[config.mk]
export PLATFORM = sky130hd
export DESIGN_NAME = txst_tracker
export DESIGN_NICKNAME = d
export VERILOG_FILES = /design/src/rtl/txst_pkg.sv /design/src/rtl/txst_coll_track.sv /design/src/rtl/txst_defer_track.sv /design/src/rtl/txst_tracker.sv
export SDC_FILE = /design/constraint.sdc
export NUM_CORES = 1
export LEC_CHECK = 0
export BUFFER_PORTS_ARGS = -buffer_cell sky130_fd_sc_hd__buf_2
export CAP_MARGIN = 20
export CORE_AREA = 2 2 79 81
export DETAILED_ROUTE_END_ITERATION = 6
export DIE_AREA = 0 0 81 83
export PLACE_DENSITY = 0.58
export SKIP_LAST_GASP = 1
export SYNTH_ARGS = -nofsm -noshare
export SYNTH_HDL_FRONTEND = slang
export SYNTH_SLANG_ARGS = --single-unit
[constraint.sdc]
create_clock -name clk -period 2.8 [get_ports clk]
set_input_delay 0.28 -clock clk [delete_from_list [all_inputs] [get_ports clk]]
set_output_delay 0.28 -clock clk [all_outputs]
set_load 0.005 [all_outputs]
[src/rtl/txst_pkg.sv]
package txst_pkg;

    localparam int LATE_WIN_BYTES = 64;
    localparam int COLL_ABORT_AT  = 16;
    localparam int DEFER_BIT_MAX  = 24288;
    localparam int CNT_W          = 4;
    localparam int STAT_W         = 10;

    typedef struct packed {
        logic             late;
        logic             xcoll;
        logic             rsv_hi;
        logic [CNT_W-1:0] cnt;
        logic             xdef;
        logic             rsv_lo;
        logic             dfr;
    } txst_word_t;

    function automatic txst_word_t txst_pack(
        input logic             late,
        input logic             xcoll,
        input logic [CNT_W-1:0] cnt,
        input logic             xdef,
        input logic             dfr
    );
        txst_word_t w;
        w.late   = late;
        w.xcoll  = xcoll;
        w.rsv_hi = 1'b0;
        w.cnt    = cnt;
        w.xdef   = xdef;
        w.rsv_lo = 1'b0;
        w.dfr    = dfr;
        return w;
    endfunction

endpackage

[src/rtl/txst_coll_track.sv]
module txst_coll_track
    import txst_pkg::*;
#(
    parameter int LATE_BYTES = LATE_WIN_BYTES,
    parameter int COLL_LIMIT = COLL_ABORT_AT
) (
    input  logic             clk,
    input  logic             rst,
    input  logic             clr,
    input  logic             live,
    input  logic             byte_sent,
    input  logic             coll,
    output logic [CNT_W-1:0] cnt_o,
    output logic             late_o,
    output logic             xcoll_o,
    output logic             late_hit_o,
    output logic             xcoll_hit_o,
    output logic             started_o
);
    localparam int BC_W    = $clog2(LATE_BYTES + 1);
    localparam int CT_W    = $clog2(COLL_LIMIT + 1);
    localparam int CNT_MAX = (1 << CNT_W) - 1;

    logic [BC_W-1:0] bytes_q;
    logic [CT_W-1:0] total_q;
    logic            late_q, xcoll_q;
    logic            bytes_full;

    assign bytes_full  = (bytes_q == BC_W'(LATE_BYTES));
    assign late_hit_o  = live && coll && bytes_full;
    assign xcoll_hit_o = live && coll && (total_q == CT_W'(COLL_LIMIT - 1));

    always_ff @(posedge clk) begin
        if (rst || clr) begin
            bytes_q <= '0;
            total_q <= '0;
            late_q  <= 1'b0;
            xcoll_q <= 1'b0;
        end else if (live) begin
            if (byte_sent && !bytes_full)
                bytes_q <= bytes_q + 1'b1;
            if (coll && total_q != CT_W'(COLL_LIMIT))
                total_q <= total_q + 1'b1;
            if (late_hit_o)
                late_q <= 1'b1;
            if (xcoll_hit_o)
                xcoll_q <= 1'b1;
        end
    end

    assign cnt_o     = (total_q > CT_W'(CNT_MAX)) ? CNT_W'(CNT_MAX) : CNT_W'(total_q);
    assign late_o    = late_q;
    assign xcoll_o   = xcoll_q;
    assign started_o = (bytes_q != '0);


    cnt_sat_chk: assert property (@(posedge clk) disable iff (rst)
        (cnt_o == CNT_W'(CNT_MAX) && live && coll && !clr) |=> (cnt_o == CNT_W'(CNT_MAX)));


    xcoll_cnt_chk: assert property (@(posedge clk) disable iff (rst)
        $rose(xcoll_q) |-> (cnt_o == CNT_W'(CNT_MAX)));


    late_win_chk: assert property (@(posedge clk) disable iff (rst)
        $rose(late_q) |-> $past(started_o));

endmodule

[src/rtl/txst_defer_track.sv]
module txst_defer_track
    import txst_pkg::*;
#(
    parameter int DEFER_MAX = DEFER_BIT_MAX
) (
    input  logic clk,
    input  logic rst,
    input  logic clr,
    input  logic live,
    input  logic started,
    input  logic busy,
    input  logic tick,
    input  logic chk_en,
    output logic dfr_o,
    output logic xdef_o,
    output logic xdef_hit_o
);
    localparam int TM_W = $clog2(DEFER_MAX + 2);

    logic [TM_W-1:0] timer_q, timer_nxt;
    logic            dfr_q, xdef_q;
    logic            waiting;

    assign waiting = live && !started && busy;

    always_comb begin
        timer_nxt = timer_q;
        if (waiting && tick && timer_q <= TM_W'(DEFER_MAX))
            timer_nxt = timer_q + 1'b1;
    end

    assign xdef_hit_o = live && chk_en && (timer_nxt > TM_W'(DEFER_MAX));

    always_ff @(posedge clk) begin
        if (rst || clr) begin
            timer_q <= '0;
            dfr_q   <= 1'b0;
            xdef_q  <= 1'b0;
        end else if (live) begin
            timer_q <= timer_nxt;
            if (waiting)
                dfr_q <= 1'b1;
            if (xdef_hit_o)
                xdef_q <= 1'b1;
        end
    end

    assign dfr_o  = dfr_q;
    assign xdef_o = xdef_q;


    xdef_en_chk: assert property (@(posedge clk) disable iff (rst)
        $rose(xdef_q) |-> $past(chk_en));


    xdef_dfr_chk: assert property (@(posedge clk) disable iff (rst)
        xdef_q |-> dfr_q);

endmodule

[src/rtl/txst_tracker.sv]
module txst_tracker
    import txst_pkg::*;
#(
    parameter int LATE_BYTES = LATE_WIN_BYTES,
    parameter int COLL_LIMIT = COLL_ABORT_AT,
    parameter int DEFER_MAX  = DEFER_BIT_MAX
) (
    input  logic              clk,
    input  logic              rst,
    input  logic              pkt_start,
    input  logic              byte_sent,
    input  logic              coll,
    input  logic              carrier_busy,
    input  logic              bit_tick,
    input  logic              defer_chk_en,
    input  logic              tx_done,
    output logic [STAT_W-1:0] status_word,
    output logic              stat_valid
);
    logic             active_q, valid_q, live, end_evt;
    logic [CNT_W-1:0] cnt;
    logic             late, xcoll, late_hit, xcoll_hit, started;
    logic             dfr, xdef, xdef_hit;
    txst_word_t       word;

    assign live = active_q && !pkt_start;

    txst_coll_track #(
        .LATE_BYTES(LATE_BYTES),
        .COLL_LIMIT(COLL_LIMIT)
    ) coll_i (
        .clk        (clk),
        .rst        (rst),
        .clr        (pkt_start),
        .live       (live),
        .byte_sent  (byte_sent),
        .coll       (coll),
        .cnt_o      (cnt),
        .late_o     (late),
        .xcoll_o    (xcoll),
        .late_hit_o (late_hit),
        .xcoll_hit_o(xcoll_hit),
        .started_o  (started)
    );

    txst_defer_track #(
        .DEFER_MAX(DEFER_MAX)
    ) defer_i (
        .clk       (clk),
        .rst       (rst),
        .clr       (pkt_start),
        .live      (live),
        .started   (started),
        .busy      (carrier_busy),
        .tick      (bit_tick),
        .chk_en    (defer_chk_en),
        .dfr_o     (dfr),
        .xdef_o    (xdef),
        .xdef_hit_o(xdef_hit)
    );

    assign end_evt = live && (tx_done || late_hit || xcoll_hit || xdef_hit);

    always_ff @(posedge clk) begin
        if (rst) begin
            active_q <= 1'b0;
            valid_q  <= 1'b0;
        end else begin
            valid_q <= end_evt;
            if (pkt_start)
                active_q <= 1'b1;
            else if (end_evt)
                active_q <= 1'b0;
        end
    end

    assign word        = txst_pack(late, xcoll, cnt, xdef, dfr);
    assign status_word = word;
    assign stat_valid  = valid_q;


    pulse_one_chk: assert property (@(posedge clk) disable iff (rst)
        stat_valid |=> !stat_valid);


    done_valid_chk: assert property (@(posedge clk) disable iff (rst)
        (active_q && tx_done && !pkt_start) |=> stat_valid);


    frozen_word_chk: assert property (@(posedge clk) disable iff (rst)
        (!active_q && !pkt_start) |=> $stable(status_word));


    start_clear_chk: assert property (@(posedge clk) disable iff (rst)
        pkt_start |=> (status_word == '0 && !stat_valid));

endmodule

## Word-level counts from Yosys, hierarchy flattened

Index checks and enable logic that the tools add are counted.

- Output and inout bits: 11
- Bits in registers: 33

- Equality and inequality tests: 3
- Reductions and logical operators: 28
- $lt $le $gt $ge: 3
- Muxes and demuxes: 4
- Add/sub/neg operators: 3

Operator list:

| operator | number |
|---|---|
| $add A15 B1 Y15 const B | 1 |
| $gt A15 B15 Y1 const B | 1 |
| $le A15 B15 Y1 const B | 1 |
| $mux W15 | 1 |
| $logic_and A1 B1 Y1 | 13 |
| $reduce_and A2 Y1 | 6 |
| $add A7 B1 Y7 const B | 1 |
| $eq A7 B7 Y1 const B | 1 |
| $reduce_bool A7 Y1 | 1 |
| $add A5 B1 Y5 const B | 1 |
| $eq A5 B4 Y1 const B | 1 |
| $gt A5 B4 Y1 const B | 1 |
| $ne A5 B5 Y1 const B | 1 |
| $logic_or A1 B1 Y1 | 4 |
| $mux W4 | 1 |
| $logic_not A1 Y1 | 3 |
| $mux W1 | 2 |
| $reduce_bool A2 Y1 | 1 |

## Longest topological paths before layout

Gate-level depths: netlist of the first run.

- Depth in word-level cells: 13
- Mapped depth: 11
- Depth with buffers taken out: 10

## Cells and area by module

A second synthesis of the first run with hierarchy kept.

- Cells, all modules: 233
- Area, all modules: 1949.4 um2

Modules (own cells, without submodules):

| module | instances | cells an instance | seq. area each (um2) | area an instance (um2) |
|---|---|---|---|---|
| txst_defer_track | 1 | 127 | 340.3 | 1049.8 |
| txst_coll_track | 1 | 91 | 280.3 | 757.0 |
| txst_tracker | 1 | 15 | 40.0 | 142.6 |

## Least setup slack after synthesis of the first run

OpenSTA, ideal clock, no wires.

- Path type: register -> register
- From: register defer_i.timer_q[0]
- To: register active_q
- Cell stages (with the launch flop): 12
- Library setup time: 0.117 ns
- Path buffers: 1
- Data required time: 2.683 ns
- Period minus slack after synthesis: 2.655 ns
- Arrival: 2.538 ns
- Path slack: 0.145 ns
- Cell sequence: dfxtp_1 > inv_1 > ha_1 > and4bb_2 > nand4b_4 > a21o_1 > buf_6 > nor4_2 > xor2_1 > a2111o_1 > a221o_1 > a32o_1

- Cells in the longest elaborated chain, start to end: 8
- Elaborated cells between the ends (all ways): 9

Ends and longest elaborated chain:

| item | RTL line | RTL |
|---|---|---|
| start, declared | txst_defer_track.sv:20 | `logic [TM_W-1:0] timer_q, timer_nxt;` |
| start signal, assigned | txst_defer_track.sv:40 | `timer_q <= timer_nxt;` |
| $le A15 B15 Y1 | txst_defer_track.sv:28 | `if (waiting && tick && timer_q <= TM_W'(DEFER_MAX))` |
| $logic_and A1 B1 Y1 | txst_defer_track.sv:28 |  |
| $mux W15 (*) | txst_defer_track.sv:28 |  |
| $gt A15 B15 Y1 (*) | txst_defer_track.sv:32 | `assign xdef_hit_o = live && chk_en && (timer_nxt > TM_W'(DEFER_MAX));` |
| $logic_and A1 B1 Y1 (*) | txst_defer_track.sv:32 |  |
| $logic_or A1 B1 Y1 (*) | txst_tracker.sv:62 | `assign end_evt = live && (tx_done \|\| late_hit \|\| xcoll_hit \|\| xdef_hit);` |
| $logic_and A1 B1 Y1 (*) | txst_tracker.sv:62 |  |
| $reduce_bool A2 Y1 (no line) (*) | -- |  |
| end signal, assigned | txst_tracker.sv:66 | `active_q <= 1'b0;` |
| end signal, assigned | txst_tracker.sv:71 | `active_q <= 1'b1;` |
| end signal, assigned | txst_tracker.sv:73 | `active_q <= 1'b0;` |
| end, declared | txst_tracker.sv:20 | `logic active_q, valid_q, live, end_evt;` |

Mark *: on every way between the ends. The rest lies on a longest branch, timed or not.
A chain may end at the register's enable or synchronous reset.

## Worst setup path after layout of the first run

Same ends and word-level chain as after synthesis.

==> flow_metrics.py, run 1 <==
metrics = {
    "flow_run": {
        "maxCapViolations": 0,
    },
    "yosys": {
        "number_of_cells_produced_by_synthesis": 240,
        "synth.avg_cell_area_um2": 8.37,
        "most_used_flip_flop_cell_after_synthesis": "sky130_fd_sc_hd__dfxtp_1",
        "seq_area_frac_synth_pct": 32.9,
        "yosys-top-cells-count": "33 x sky130_fd_sc_hd__dfxtp_1, 33 x sky130_fd_sc_hd__nor2_1, 24 x sky130_fd_sc_hd__nand2_1",
        "post_synth_instance_area_um2": 2010,
        "synth_top_cells_by_area": "sky130_fd_sc_hd__dfxtp_1 33%, sky130_fd_sc_hd__nor2_1 6.2%, sky130_fd_sc_hd__xnor2_1 4.8%",
        "ys.warnings.count": 0,
        "synth_edf_count": 0,
        "async_reset_ff_share_pct": 0,
        "area_share_of_the_leading_cell_type_in_the_synthesized_netlist_pct": 32.9,
        "ys_seq_elements": 33,
        "yosys.area.top_type": "sky130_fd_sc_hd__dfxtp_1",
        "synthDistinctLibCells": 54,
    },
    "clock_tree": {
        "tritoncts_clock_tree": "built",
        "clkTransAtPathRegs_ps": 70,
        "cts_root_buffer": "sky130_fd_sc_hd__clkbuf_8",
        "clock_buffer_count_from_cts": 5,
        "cts_hold_bufs": 0,
        "cts_max_path_buffers": 2,
        "clkSinkCount": 33,
        "cts_max_level": 2,
        "clock_insertion_delay_worst_skew_ps": 290,
    },
    "setup_path": {
        "critical-path-max-stage-delay_ps": 390,
        "critPathLaunchType": "flip-flop",
        "timing.critical_path.slowest_stage_cell": "sky130_fd_sc_hd__a2111o_1",
        "cp_max_fo": 6,
        "required_ps": 2980,
        "path_cells": "buf_4 > ha_1 > and3_1 > nand4b_1 > a2111oi_4 > o22ai_2 > a2111o_1 > a221o_1 > a32o_1",
        "timing.critical_path.arrival_ps": 2860,
        "criticalPathCategory": "flip-flop to flip-flop",
        "critPathCaptureType": "flip-flop",
    },
    "global_route": {
        "grt_max_degree": 32,
        "wire_length_of_the_first_global_routing_pass_mm": 7.65,
        "grt_overflow": 0,
        "number_of_antenna_violations_at_the_first_check_in_global_routing": 0,
        "track_usage_pct": 14.1,
        "first_global_vias": 1681,
    },
    "sta": {
        "report.final.setup_viol": 0,
        "rsz_0062_raised_after_global_routing": "no",
        "hold-worst-slack_ps": 274,
        "min_period_ps": 2680,
        "tightest_slew_ps": 622,
        "timing_max_transition_violations_final": 0,
        "final_min_period_over_clock_period_pct": 95.7,
        "max-slew-margin-rel_pct": 58.5,
        "finalHoldViolations": 0,
        "final_worst_clock_skew_ps": 7.42,
        "fmaxAchievable_ghz": 0.373,
        "post-route-worst-setup-slack_ps": 120,
    },
    "power": {
        "power_density_nw_per_um2": 372,
        "total_power_uw": 887,
        "vdd_ir_drop_max_uv": 343,
        "power.leakage_uw": 0.000947,
    },
    "route": {
        "drt-wirelength-per-cell_um": 12.5,
        "drt_drc_violations_left": 0,
        "routed_via_density": 4.92,
        "route.antenna.remaining_nets": 0,
        "drt_iter0_drc": 153,
        "total_routed_wirelength_mm": 4.36,
        "dr.pass1.iters": 4,
        "via_count": 1718,
    },
    "die": {
        "die_h_um": 83,
        "die_area_um2": 6720,
        "core-area_um2": 5820,
        "io_pins": 20,
        "floorplan.rows": 28,
        "initial_core_util_pct": 34.5,
        "die_x_um": 81,
    },
    "layout": {
        "fraction_of_layout_cells_with_a_size_suffix_above_1_pct": 24.1,
        "fin_cells": 349,
        "area_growth_pct": 18.8,
        "multiInputGateArea_um2": 1220,
        "nNetsFinal": 290,
        "insertedDiodeCount": 0,
        "final.fill_count": 617,
        "ff_latch_area_um2": 662,
    },
    "placement": {
        "dpl.cell_count": 341,
        "finalWeightedCongestion": 0.869,
        "port_buffers": 17,
        "hpwl_mm": 3.22,
        "dp_worst_setup_slack_ps": -0.927,
    },
    "run_status": {
        "status": "completed",
    },
    "min_path": {
        "worst_hold_path_type": "input pin to flip-flop",
    },
}
-- cell usage in the layout (no fill, tap or decap), types with 2 or more instances in the layout --
| cell type | instances |
|---|---|
| sky130_fd_sc_hd__buf_4 | 26 |
| sky130_fd_sc_hd__nand3_1 | 5 |
| sky130_fd_sc_hd__xor2_1 | 9 |
| sky130_fd_sc_hd__and2_1 | 2 |
| sky130_fd_sc_hd__xnor2_1 | 11 |
| sky130_fd_sc_hd__clkbuf_8 | 6 |
| sky130_fd_sc_hd__nor2_1 | 33 |
| sky130_fd_sc_hd__nand2b_1 | 4 |
| sky130_fd_sc_hd__nor3b_1 | 2 |
| sky130_fd_sc_hd__mux2i_1 | 2 |
| sky130_fd_sc_hd__ha_1 | 7 |
| sky130_fd_sc_hd__nand4_1 | 6 |
| sky130_fd_sc_hd__inv_1 | 10 |
| sky130_fd_sc_hd__a21oi_1 | 10 |
| sky130_fd_sc_hd__buf_2 | 17 |
| sky130_fd_sc_hd__o21ai_0 | 5 |
| sky130_fd_sc_hd__nor3_1 | 6 |
| sky130_fd_sc_hd__or2_2 | 2 |
| sky130_fd_sc_hd__a211oi_1 | 2 |
| sky130_fd_sc_hd__or3_1 | 3 |
| sky130_fd_sc_hd__a31oi_1 | 5 |
| sky130_fd_sc_hd__and3_1 | 9 |
| sky130_fd_sc_hd__dfxtp_1 | 32 |
| sky130_fd_sc_hd__conb_1 | 2 |
| sky130_fd_sc_hd__nand2_1 | 24 |
| sky130_fd_sc_hd__nor2b_1 | 2 |
-- routing by layer --
layer	vias up	part of all wire (%)	global-route usage (%)
met5	-	0	0
met4	0	1.6	4.31
met3	6	3.0	3.26
met2	25	49	23.4
met1	798	46	18.0
li1	889	-	-
-- what timing repair did --
action	in CTS	in global routing
setup endpoints to repair	0	3
setup buffers	0	1
gates resized for setup	0	7
hold endpoints to repair	0	0
-- through the flow --
| stage | util (%) | setup TNS [ps] | area [um^2] |
|---|---|---|---|
| floorplan | - | 0 | 2010 |
| global placement | 38.9 | 0 | 2260 |
| detailed placement | 38.9 | -0.927 | 2260 |
| CTS | 40.4 | 0 | 2350 |
| global route | 41.0 | 0 | 2390 |
| finish | 41.0 | 0 | 2390 |
-- critical path: cells and delay by family, from the launching register on --
family / cells / cell delay (ps)
AND/OR/NAND/NOR: 2 / 400
flip-flops: 1 / 340
adder cells (fa/ha/maj): 1 / 220
buffers and inverters: 1 / 140
AO/OA/AOI/OAI: 5 / 1460
-- power breakdown --
part           switching (uW)  internal [uW]  total [uW]
logic                    23.2           17.6        40.8
registers                1.80            472         474
clock network             179            194         373
-- path summary, 6_finish.rpt --
check,from,endpoint,slack (ps),cells after the start
worst max-delay path,defer_i.timer_q[0],active_q,120,9
worst min-delay path,rst,stat_valid,270,4
worst max register to register,defer_i.timer_q[0],active_q,120,9
worst min register to register,defer_i.xdef_o,defer_i.xdef_o,460,2
-- cell type report --
| class | instances | share of cell area [%] |
|---|---|---|
| Clock buffer | 6 | 3.46 |
| Clock inverter | 1 | 0.315 |
| Inverter | 11 | 1.73 |
| Multi-Input combinational cell | 180 | 51.1 |
| Sequential cell | 33 | 27.7 |
| Tap cell | 75 | 3.93 |
| Timing Repair Buffer | 43 | 11.7 |
-- registers in the layout (all words and copies together) (netlist names) --
register,flops
active_q,1
coll_i.bytes_q,7
coll_i.late_o,1
coll_i.total_q,5
coll_i.xcoll_o,1
defer_i.dfr_o,1
defer_i.timer_q,15
defer_i.xdef_o,1
stat_valid,1
-- cell families after synthesis --
| kind of cell | share of synthesized area (%) |
|---|---|
| mux | 0.997 |
| simple gates | 30.8 |
| xor+xnor | 8.72 |
| other cells | 0.187 |
| fa+ha+maj | 4.36 |
| compound gates | 14.1 |
| buf+inv | 7.85 |
| flops | 32.9 |
No activity file was read; power rests on OpenSTA's default activity.
==> run 2: changes to the inputs <==
Settings changed: CORE_AREA 2 2 79 81 to 2 2 61 106, DIE_AREA 0 0 81 83 to 0 0 63 108, PLACE_DENSITY 0.58 to 0.55.
Clock period 2.8 ns to 2.6 ns, I/O delays scaled along.
==> run 2 against run 1 <==
- largest cell class unchanged
- highest routed layer unchanged
- critical endpoint unchanged
- hold slack lost 7.2 ps
- non-clock buffer count grew 22
- the run now ends with negative setup slack left
- die area grew 1.2%
- fmax grew 0.32%
- largest power group unchanged
==> flow_metrics.py, run 2 (same netlist as run 1, synthesis figures left out) <==
metrics = {
    "die": {
        "core-area_um2": 5880,
        "floorplan.rows": 37,
        "initial_core_util_pct": 34.2,
        "die_x_um": 63,
        "die_area_um2": 6800,
        "io_pins": 20,
        "die_h_um": 108,
    },
    "clock_tree": {
        "tritoncts_clock_tree": "built",
        "clkSinkCount": 33,
        "clock_buffer_count_from_cts": 5,
        "cts_hold_bufs": 0,
        "cts_root_buffer": "sky130_fd_sc_hd__clkbuf_8",
        "cts_max_path_buffers": 2,
        "clock_insertion_delay_worst_skew_ps": 280,
        "clkTransAtPathRegs_ps": 70,
        "cts_max_level": 2,
    },
    "setup_path": {
        "timing.critical_path.arrival_ps": 2850,
        "critPathLaunchType": "flip-flop",
        "path_cells": "inv_2 > ha_4 > and4bb_2 > nand4b_4 > a21o_4 > buf_6 > nor4_4 > xor2_2 > a2111o_1 > a221o_1 > a32o_1",
        "critPathCaptureType": "flip-flop",
        "timing.critical_path.slowest_stage_cell": "sky130_fd_sc_hd__a221o_1",
        "cp_max_fo": 3,
        "criticalPathCategory": "flip-flop to flip-flop",
        "critical-path-max-stage-delay_ps": 400,
        "required_ps": 2780,
    },
    "placement": {
        "dp_worst_setup_slack_ps": -156,
        "hpwl_mm": 3.75,
        "post_place_instance_area_um2": 2420,
        "finalWeightedCongestion": 0.834,
        "dpl.cell_count": 363,
        "port_buffers": 17,
    },
    "layout": {
        "fraction_of_layout_cells_with_a_size_suffix_above_1_pct": 32.4,
        "largest_register_ff_count": 15,
        "largest_register": "defer_i.timer_q",
        "biggestRegsByFlops": "defer_i.timer_q: 15 flops, coll_i.bytes_q: 7 flops, coll_i.total_q: 5 flops",
        "fin_cells": 374,
        "mostFrequentLayoutCell": "sky130_fd_sc_hd__buf_4",
        "final.fill_count": 611,
        "nNetsFinal": 312,
        "layout.cell_area.non_filler_um2": 2620,
        "insertedDiodeCount": 0,
        "mostFrequentLayoutCells": "46 x sky130_fd_sc_hd__buf_4, 33 x sky130_fd_sc_hd__nor2_1, 30 x sky130_fd_sc_hd__dfxtp_1",
        "area_growth_pct": 30.5,
    },
    "route": {
        "routed_via_density": 4.85,
        "drt-wirelength-per-cell_um": 13.0,
        "total_routed_wirelength_mm": 4.85,
        "dr.pass1.iters": 4,
        "drt_iter0_drc": 23,
        "route.antenna.remaining_nets": 0,
        "via_count": 1814,
        "drt_drc_violations_left": 0,
    },
    "global_route": {
        "grt_overflow": 0,
        "grt_max_degree": 32,
        "wire_length_of_the_first_global_routing_pass_mm": 8.17,
        "number_of_antenna_violations_at_the_first_check_in_global_routing": 0,
        "track_usage_pct": 15.2,
        "first_global_vias": 1847,
    },
    "sta": {
        "post-route-worst-setup-slack_ps": -71.5,
        "fmaxAchievable_ghz": 0.374,
        "tightest_slew_ps": 615,
        "max-slew-margin-rel_pct": 59.0,
        "final_worst_clock_skew_ps": 7.74,
        "finalHoldViolations": 0,
        "final_min_period_over_clock_period_pct": 103,
        "rsz_0062_raised_after_global_routing": "yes",
        "min_period_ps": 2670,
        "report.final.setup_viol": 1,
        "timing_max_transition_violations_final": 0,
        "fin_setup_tns_ps": -71.5,
    },
    "power": {
        "power_density_nw_per_um2": 366,
        "total_power_uw": 959,
        "swShare_pct": 23.0,
        "internal_power_uw": 738,
        "net-switching-power_uw": 221,
        "share_clk_of_total_power_pct": 42.0,
        "power_frac_comb_pct": 4.8,
        "power.leakage_uw": 0.00108,
        "vdd_ir_drop_max_uv": 282,
        "sequentialPowerShare_pct": 53.2,
    },
    "run_status": {
        "status": "finished with violations",
        "failed_checks": "negative setup slack",
    },
    "flow_run": {
        "maxCapViolations": 0,
    },
    "min_path": {
        "worst_hold_path_type": "input pin to flip-flop",
    },
}
-- run 2: worst max-delay path, delay by kind of cell, from the launching register on --
family / cells / cell delay [ps]
AOI/OAI and AO/OA: 4 / 1170
xor gates and xnor gates: 1 / 120
adders and majority gates: 1 / 130
and+or+nand+nor: 3 / 640
DFF: 1 / 320
buffers and inverters: 2 / 190
-- run 2: power by group through the flow --
stage                     combinational [uW]  sequential (uW)  clock (uW)
final                                   46.1              510         403
after CTS                               47.1              510         417
after global placement                  43.7              521           0
after detailed placement                43.7              521           0
after global routing                    52.7              510         435
after floorplan                         28.1              521           0
-- run 2: routing by layer --
layer	up-vias	share of wire (%)	global-route usage (%)
met5	-	0	0
met1	846	38	14.6
li1	935	-	-
met3	8	2.5	2.19
met4	0	1.6	5.24
met2	25	58	31.8
-- run 2: path summary, 6_finish.rpt --
path | startpoint | slack, ps | depth (start not counted) | end
max | defer_i.timer_q[0] | -70 | 11 | active_q
max reg2reg | defer_i.timer_q[0] | -70 | 11 | active_q
min reg2reg | defer_i.xdef_o | 470 | 2 | defer_i.xdef_o
min | rst | 270 | 4 | stat_valid
-- run 2: stage by stage --
step | utilization, % | hold slack [ps]
2_1_floorplan | - | 386
3_3_place_gp | 41.1 | 452
3_5_place_dp | 41.1 | 460
4_1_cts | 44.4 | 265
5_1_grt | 44.6 | 289
6_report | 44.6 | 267
-- run 2: repair_timing --
item                       CTS  global route
setup endpoints to repair    3             3
setup buffers                4             0
gates cloned                 0             0
pin swaps                    8             4
resized for setup           13             4
-- run 2: layout make-up --
cell class,instances,area [um^2],share of cell area (%)
multi-input cells,180,1270,48.6
flip-flops and latches,33,664,25.4
repair buffers,65,453,17.3
well taps,78,97.6,3.72
clock buffers,6,82.6,3.15
inverters,11,41.3,1.58
clock inverters,1,7.51,0.287
